--- config.mk ---
export PLATFORM = sky130hd
export DESIGN_NAME = cfgw_regs
export DESIGN_NICKNAME = d
export VERILOG_FILES = /design/src/rtl/cfgw_pkg.sv /design/src/rtl/cfgw_word_store.sv /design/src/rtl/cfgw_lookup.sv /design/src/rtl/cfgw_sema.sv /design/src/rtl/cfgw_regs.sv
export SDC_FILE = /design/constraint.sdc
export NUM_CORES = 2
export LEC_CHECK = 0
export BUFFER_PORTS_ARGS = -buffer_cell sky130_fd_sc_hd__buf_2
export CAP_MARGIN = 20
export CELL_PAD_IN_SITES_DETAIL_PLACEMENT = 1
export CELL_PAD_IN_SITES_GLOBAL_PLACEMENT = 2
export CORE_ASPECT_RATIO = 0.8
export CORE_MARGIN = 5
export CORE_UTILIZATION = 30
export DETAILED_ROUTE_END_ITERATION = 16
export PLACE_DENSITY_LB_ADDON = 0.1
export SLEW_MARGIN = 20
export SYNTH_ARGS = -nofsm -noshare
export SYNTH_HDL_FRONTEND = slang
export SYNTH_SLANG_ARGS = --single-unit
--- constraint.sdc ---
create_clock -name clk -period 2.35 [get_ports clk]
set_clock_uncertainty 0.1 [all_clocks]
set_input_delay 0.1175 -clock clk [delete_from_list [all_inputs] [get_ports clk]]
set_output_delay 0.1175 -clock clk [all_outputs]
set_load 0.01 [all_outputs]
--- src/rtl/cfgw_pkg.sv ---
package cfgw_pkg;
  localparam int BUS_W  = 32;
  localparam int OFS_W  = 16;
  localparam int WORD_W = 16;
  localparam int IDX_FIELD_W = 14;

  localparam logic [OFS_W-1:0] OFS_LOOKUP = 16'h0014;
  localparam logic [OFS_W-1:0] OFS_SWSEM  = 16'h5B50;
  localparam logic [OFS_W-1:0] OFS_FWSEM  = 16'h5B54;
  localparam logic [OFS_W-1:0] OFS_SYNC   = 16'h5B5C;

  // defined firmware fields: sem(0) mode(3:1) valid(15) rstcnt(18:16) err(24:19)
  localparam logic [BUS_W-1:0] FW_FIELD_MASK = 32'h01FF_800F;

  typedef struct packed {
    logic [WORD_W-1:0]      word;
    logic [IDX_FIELD_W-1:0] index;
    logic                   done;
    logic                   start;
  } lookup_reg_t;

  function automatic logic index_legal(logic [IDX_FIELD_W-1:0] idx, int depth);
    return int'(idx) < depth;
  endfunction

  function automatic lookup_reg_t lookup_result(logic [IDX_FIELD_W-1:0] idx,
                                               logic [WORD_W-1:0] w, logic ok);
    lookup_reg_t r;
    r.word  = ok ? w : '0;
    r.index = idx;
    r.done  = 1'b1;
    r.start = 1'b0;
    return r;
  endfunction

  function automatic logic [2:0] swsem_next(logic [2:0] wr, logic fw_hold);
    return {wr[2], wr[1] & ~fw_hold, wr[0]};
  endfunction
endpackage

--- src/rtl/cfgw_word_store.sv ---
module cfgw_word_store #(
  parameter int DEPTH  = 64,
  parameter int WORD_W = 16,
  localparam int IDX_W = $clog2(DEPTH)
) (
  input  logic              clk,
  input  logic              rst_n,
  input  logic              pl_we,
  input  logic [IDX_W-1:0]  pl_idx,
  input  logic [WORD_W-1:0] pl_word,
  input  logic [IDX_W-1:0]  rd_idx,
  output logic [WORD_W-1:0] rd_word
);
  logic [WORD_W-1:0] mem [DEPTH];

  always_ff @(posedge clk) begin
    for (int i = 0; i < DEPTH; i++) begin
      if (!rst_n) mem[i] <= '0;
      else if (pl_we && (int'(pl_idx) == i)) mem[i] <= pl_word;
    end
  end

  assign rd_word = mem[rd_idx];

  // preloaded word is present on the next cycle
  a_r10_preload_lands: assert property (@(posedge clk) disable iff (!rst_n)
    pl_we |=> mem[$past(pl_idx)] == $past(pl_word));
endmodule

--- src/rtl/cfgw_lookup.sv ---
module cfgw_lookup
  import cfgw_pkg::*;
#(
  parameter int DEPTH = 64,
  localparam int IDX_W = $clog2(DEPTH)
) (
  input  logic              clk,
  input  logic              rst_n,
  input  logic              wr_en,
  input  logic [BUS_W-1:0]  wdata,
  output logic [IDX_W-1:0]  store_idx,
  input  logic [WORD_W-1:0] store_word,
  output logic [BUS_W-1:0]  reg_q,
  output logic              err
);
  lookup_reg_t q;
  logic start_req;
  logic idx_ok;
  logic [IDX_FIELD_W-1:0] wr_idx;

  assign wr_idx    = wdata[2 +: IDX_FIELD_W];
  assign start_req = wr_en & wdata[0];
  assign idx_ok    = index_legal(wr_idx, DEPTH);
  assign store_idx = wr_idx[IDX_W-1:0];

  always_ff @(posedge clk) begin
    if (!rst_n) begin
      q   <= '0;
      err <= 1'b0;
    end else if (start_req) begin
      q   <= lookup_result(wr_idx, store_word, idx_ok);
      err <= ~idx_ok;
    end else if (wr_en) begin
      q <= lookup_reg_t'(wdata);
    end
  end

  assign reg_q = BUS_W'(q);

  // a start write leaves done set and start clear
  a_r2_start_completes: assert property (@(posedge clk) disable iff (!rst_n)
    start_req |=> (reg_q[1] && !reg_q[0]));
  // an out-of-range index raises the error with a zero word
  a_r3_illegal_flags: assert property (@(posedge clk) disable iff (!rst_n)
    (start_req && (int'(wdata[15:2]) >= DEPTH)) |=> (err && reg_q[31:16] == '0));
  // a plain write never changes the error flag
  a_r4_plain_keeps_err: assert property (@(posedge clk) disable iff (!rst_n)
    (wr_en && !wdata[0]) |=> $stable(err));
endmodule

--- src/rtl/cfgw_sema.sv ---
module cfgw_sema
  import cfgw_pkg::*;
(
  input  logic             clk,
  input  logic             rst_n,
  input  logic             sw_wr,
  input  logic             sw_rd,
  input  logic [2:0]       sw_wdata,
  input  logic [BUS_W-1:0] fw_status,
  output logic [2:0]       sw_q,
  output logic [BUS_W-1:0] fw_q
);
  logic fw_hold;
  assign fw_hold = fw_q[0];

  always_ff @(posedge clk) begin
    if (!rst_n) fw_q <= '0;
    else        fw_q <= fw_status & FW_FIELD_MASK;
  end

  always_ff @(posedge clk) begin
    if (!rst_n)     sw_q <= '0;
    else if (sw_wr) sw_q <= swsem_next(sw_wdata, fw_hold);
    else if (sw_rd) sw_q[0] <= 1'b1;
  end

  // a read leaves the grab bit set
  a_r5_grab_after_read: assert property (@(posedge clk) disable iff (!rst_n)
    (sw_rd && !sw_wr) |=> sw_q[0]);
  // a write stores the grab bit as written
  a_r6_grab_written: assert property (@(posedge clk) disable iff (!rst_n)
    sw_wr |=> sw_q[0] == $past(sw_wdata[0]));
  // firmware holding its semaphore blocks software ownership
  a_r7_fw_override: assert property (@(posedge clk) disable iff (!rst_n)
    (sw_wr && fw_q[0]) |=> !sw_q[1]);
endmodule

--- src/rtl/cfgw_regs.sv ---
module cfgw_regs
  import cfgw_pkg::*;
#(
  parameter int DEPTH = 64,
  localparam int IDX_W = $clog2(DEPTH)
) (
  input  logic              clk,
  input  logic              rst_n,
  input  logic              bus_wr,
  input  logic              bus_rd,
  input  logic [OFS_W-1:0]  bus_addr,
  input  logic [BUS_W-1:0]  bus_wdata,
  output logic [BUS_W-1:0]  bus_rdata,
  input  logic              pl_we,
  input  logic [IDX_W-1:0]  pl_idx,
  input  logic [WORD_W-1:0] pl_word,
  input  logic [BUS_W-1:0]  fw_status,
  output logic              wordrd_err
);
  logic hit_lookup, hit_swsem, hit_fwsem, hit_sync;
  logic [IDX_W-1:0]  store_idx;
  logic [WORD_W-1:0] store_word;
  logic [BUS_W-1:0]  lookup_q, fw_q, sync_q;
  logic [2:0]        sw_q;

  assign hit_lookup = bus_addr == OFS_LOOKUP;
  assign hit_swsem  = bus_addr == OFS_SWSEM;
  assign hit_fwsem  = bus_addr == OFS_FWSEM;
  assign hit_sync   = bus_addr == OFS_SYNC;

  cfgw_word_store #(.DEPTH(DEPTH), .WORD_W(WORD_W)) u_store (
    .clk(clk), .rst_n(rst_n), .pl_we(pl_we), .pl_idx(pl_idx), .pl_word(pl_word),
    .rd_idx(store_idx), .rd_word(store_word));

  cfgw_lookup #(.DEPTH(DEPTH)) u_lookup (
    .clk(clk), .rst_n(rst_n), .wr_en(bus_wr & hit_lookup), .wdata(bus_wdata),
    .store_idx(store_idx), .store_word(store_word), .reg_q(lookup_q), .err(wordrd_err));

  cfgw_sema u_sema (
    .clk(clk), .rst_n(rst_n), .sw_wr(bus_wr & hit_swsem),
    .sw_rd(bus_rd & ~bus_wr & hit_swsem), .sw_wdata(bus_wdata[2:0]),
    .fw_status(fw_status), .sw_q(sw_q), .fw_q(fw_q));

  always_ff @(posedge clk) begin
    if (!rst_n)                 sync_q <= '0;
    else if (bus_wr && hit_sync) sync_q <= bus_wdata;
  end

  always_comb begin
    bus_rdata = '0;
    if (bus_rd) begin
      if (hit_lookup)     bus_rdata = lookup_q;
      else if (hit_swsem) bus_rdata = {29'd0, sw_q};
      else if (hit_fwsem) bus_rdata = fw_q;
      else if (hit_sync)  bus_rdata = sync_q;
    end
  end

  // sync register holds its value unless written
  a_r9_sync_holds: assert property (@(posedge clk) disable iff (!rst_n)
    !(bus_wr && hit_sync) |=> $stable(sync_q));
  // no read strobe, no read data
  a_r10_idle_bus: assert property (@(posedge clk) disable iff (!rst_n)
    !bus_rd |-> bus_rdata == '0);
endmodule

# Yosys cells after proc, flatten, opt, wreduce, memory -nomap -nowiden
# Memories as Yosys holds them, arrays and structs flattened.
# Cells that the tools add are included.
# totals
regBits,100
mem_bits_rw,1024
input_bits,107
output_inout_bits,33
wordCells,489
n_memories,1
# memory_table
name,words,word_bits,rd,rd_ports_with_merged_regs,wr,line_no,rtl
u_store.mem,64,16,1,0,64,cfgw_word_store.sv:14,logic [WORD_W-1:0] mem [DEPTH];
# op_classes
magnitude_cmp,1
eq_ne,67
muxes,267
bitwise_logic,74
reduce_logical,69
# ops
cell,count
16-bit two-way mux,65
32-bit two-way mux,7
1-bit two-way mux,195
"6-bit equality test, second input constant",32
"6-bit by 5-bit equality test with 1-bit output, second input constant",16
1-bit logical AND,65
1-bit OR,64
"16-bit by 15-bit equality test with 1-bit output, second input constant",3
"6-bit by 4-bit equality test with 1-bit output, second input constant",8
"6-bit by 3-bit equality test with 1-bit output, second input constant",4
"16-bit by 5-bit equality test with 1-bit output, second input constant",1
"14-bit by 7-bit < comparator with 1-bit output, second input constant",1
"6-bit by 2-bit equality test with 1-bit output, second input constant",2
1-bit AND,6
"6-bit by 1-bit equality test with 1-bit output, second input constant",1
6-bit logical NOT,1
1-bit NOT,4
2-bit nonzero test,2
2-bit OR reduction,1

# Logic depth before layout (Yosys ltp)
# logic_depth
depth_word,6
depth_mapped,10
depth_no_buf,6

# By module
# Synthesis repeated with hierarchy kept, for this count alone.
# hier_totals
cells_unflattened,3490
area_unflattened_um2,51338.0
# by_module_without_submodules
module,instances,cells_per_inst,area_each_um2,seq_area_each_um2
cfgw_word_store,1,3002,46952.5,30749.5
cfgw_regs,1,276,2316.0,640.6
cfgw_lookup,1,154,1422.6,660.6
cfgw_sema,1,58,646.9,340.3

# Least setup slack after synthesis
# Ideal clock, no wire load.
# synth_timing
kind,input -> register
start,in pl_idx[5]
end,"mem u_store.mem[0][0], enable pin"
setup_ns,0.411
arrival_ns,1.985
required_ns,1.839
setup_slack_ns,-0.146
stages,4
n_path_buf,2
cell_sequence,or3b_1 -> clkbuf_1 -> clkbuf_1 -> o21ai_0
# synth_rtl
element,line_no,rtl
from (decl),cfgw_regs.sv:15,"input logic [IDX_W-1:0] pl_idx,"
to (decl),cfgw_word_store.sv:14,

# Worst setup path in the final report
# layout_timing
start,in bus_wdata[2]
end,reg u_lookup.q (netlist bit u_lookup.reg_q[21])
# layout_between
elab_chain_len,3
word_cells_on_any_way,4
cone_classes,1 x order compare; 2 x mux; 1 x memory
# layout_rtl
element,line_no,rtl
from (decl),cfgw_regs.sv:12,"input logic [BUS_W-1:0] bus_wdata,"
memory read 64 x 16 bit or 14-bit by 7-bit < comparator with 1-bit output (tied branches),--,
16-bit two-way mux (*),cfgw_pkg.sv:29,r.word = ok ? w : '0;
32-bit two-way mux (*),cfgw_lookup.sv:30,end else if (start_req) begin
to (signal assigned),cfgw_lookup.sv:31,"q <= lookup_result(wr_idx, store_word, idx_ok);"
to (signal assigned),cfgw_lookup.sv:34,q <= lookup_reg_t'(wdata);
to (decl),cfgw_lookup.sv:16,lookup_reg_t q;
# Mark *: on every way between the ends. The rest lies on a longest branch, timed or not.
# A chain may end at the register's enable or synchronous reset.

==> run metrics <==
post-route clock period utilization 0.994; Core Region 169000 um2; H-tree Lvls 4; Max Clk Rate 428 MHz; WP data arrival approximately 2.9 ns; post-synth top area share 0.603; fill count ~18k; sequential share of the synthesized area 0.635; HPWL after detailed placement approximately 120000 um; Area growth, synth to finish 22.8%; ys async rst share 0; peak supply drop 0.000741 V; Critical Path Source Type input port; GRT Residual Overflow 0; Post-synth top flop edfxtp_1; setup violators final 0; gr usage total 0.207; final wirelength 188000 um; TNS Setup 0 ns; Synth Cell Area a little over 50000 um2; Cell variety after synth between 40 and 50; Port Buf Inserts 121; drt first-iter violations between 2k and 3k; CTS Buf Count between 100 and 150; cells after synthesis 3807; type of destination of the critical path flop; clk_lat worst skew between 0.7 and 0.8 ns; Die ar. ~180000 um2; Crit Path Category in -> reg; via count approximately 33k; pin count of the biggest net entering global routing 65; final net count between 4k and 5k; DRC 0; first-pass GRT wire length 265000 um; clock slew at reported path FFs 0.06 ns; Placement Cell Area approximately 57000 um2; endpoints failing hold 0; wire length per cell roughly 28 um; Worst Path Required roughly 2.9 ns; Die Wd between 400 and 500 um; final worst setup slack roughly 0.014 ns; CTS tree built; Final Cell Area about 63000 um2; row cnt 135; die height around 380 um; Static Leakage between 0.02 and 0.025 uW; clock tree buffer depth 3; Routability Congestion slightly below 0.8; Yosys top cell by area edfxtp_1; RSZ-0062 raised after global routing true; vias in the first global route approximately 34k; Post-synth EDFFs a little over 1k; Rel. slew slack 0.278; initial antenna violation count 20; initial cell density of the core 0.302; status finished, final reports clean; minimum clock period about 2.3 ns; top post-synthesis cells by area edfxtp_1 60%, and2_1 13%, mux2i_1 7.9%; Syn Area/Cell 13.4 um2; CTS Root Cell clkbuf_16; hold crit path type in -> reg; post-synth net total 3914; first drt pass iteration count 5; Slew @ Worst Pin 1.08 ns; Seq cells post-synth approximately 1.1k; io pins 140; pre-CTS setup slack -1.02 ns; Slew Limit Fails 0; clock sinks 1106; DR vias/cell a little under 5; Routed Antenna Nets 0; pwr dens 745 nW/um2; share of cells above drive strength 1 0.212; total of max-cap violations 0; Max FO, Critical Path 30; synth warn 0
cell families (layout without fill, tap and decap cells):
group,Yosys count,in the layout,synth area share
simple gates,1359,1359,0.162
compound gates,507,507,0.0621
flops,1106,1106,0.635
other cells,0,13,0
buf+inv,355,917,0.0300
mux,480,480,0.110
timing repair:
item	CTS	global route
hold buffers	118	0
hold endpoints to repair	579	0
buffers inserted	0	2
gates cloned	0	1
pin swaps	0	4
resized for setup	4	20
setup endpoints to repair	3	44
registers in the layout (all words and copies together), names as in the netlist:
name            cells
sync_q             32
u_lookup.err        1
u_lookup.reg_q     32
u_sema.fw_q        14
u_sema.sw_q         3
u_store.mem      1024
critical path, cell delays in order:
cell and delay, ns:
buf_2 0.20, and2_4 0.36, buf_4 0.55, buf_4 0.36, a22oi_1 0.13, a21oi_1 0.38, nor4_1 0.11, a21oi_1 0.43
a31oi_1 0.14
placed cells by master (no fill, tap or decap), drive strengths merged, types with 11 or more instances in the layout:
master       synthesis  routed
nand3               42      42
nand2               93      93
mux2i              400     400
diode                0      13
and2              1040    1040
dfxtp               82      82
nor2                72      72
nor2b               53      53
a222oi              11      11
inv                  3      11
clkinv               0      42
a22oi              214     214
dlygate4sd3          0     116
o21ai               96      96
mux2                16      16
nor4                35      35
a31oi               16      16
buf                119     556
mux4                64      64
edfxtp            1024    1024
a21oi              164     164
clkbuf             233     182
final cells by class:
type / count / area [um2] / area share
flip-flops and latches: 1106 / 32400 / 0.517
multi-input cells: 2346 / 17400 / 0.278
repair buffers: 675 / 5820 / 0.0929
clock buffers: 181 / 3670 / 0.0587
well taps: 2260 / 2830 / 0.0452
clock inverters: 58 / 434 / 0.00694
diodes: 13 / 32.5 / 0.000520
inverters: 3 / 11.3 / 0.000180
per-layer routing:
| layer | global-route usage | share of wire |
|---|---|---|
| met4 | 0.0342 | 0.013 |
| met3 | 0.0273 | 0.042 |
| met5 | 0 | 0 |
| met1 | 0.298 | 0.48 |
| met2 | 0.341 | 0.47 |
power by group:
group | internal [uW] | switching [uW]
clock | 11400 | 8550
combinational | 1460 | 2530
sequential | 22400 | 267
total | 35300 | 11400
synth_stat cells (2+ instances only):
library cell  count
o21ai_1          15
buf_6             4
nor2_2           27
a31oi_1          16
or2_2             3
mux4_2           64
nor2_1           34
a222oi_1         11
nor4_2            7
mux2i_1         400
a21oi_1         164
nand4_1           3
mux2_2           16
buf_4            23
nor2b_1          53
dfxtp_1          82
nand3_1          41
clkbuf_1        233
a22oi_1         214
o21ai_0          81
edfxtp_1       1024
a21boi_1          2
or4_4             2
nand2b_1          2
buf_1            26
nor3_1            4
nor4_1           28
nand3b_1          2
buf_2            66
and2_1         1040
nor2_4           11
nand2_1          93
inv_1             2
per-stage QoR:
step | power [uW] | util | cells | hold slack (ns)
final | 46600 | 0.370 | 6642 | 0.0488
after global placement | 27000 | 0.337 | 6268 | 0.231
after floorplan | 24900 | - | 3807 | 0.145
after global routing | 48300 | 0.370 | 6630 | 0.0498
after CTS | 47300 | 0.369 | 6626 | 0.00634
after detailed placement | 27100 | 0.338 | 6269 | 0.230
path summary, 6_finish.rpt:
kind | from | endpoint | slack, ns | depth (start not counted)
min reg2reg | u_lookup.reg_q[6] | u_lookup.reg_q[6] | 0.36 | 2
max reg2reg | u_store.mem[27][3] | u_lookup.reg_q[19] | 0.07 | 8
max | bus_wdata[2] | u_lookup.reg_q[21] | 0.01 | 9
min | bus_wdata[14] | u_lookup.reg_q[23] | 0.05 | 8
Note: power is estimated with default switching activity, not from simulation.
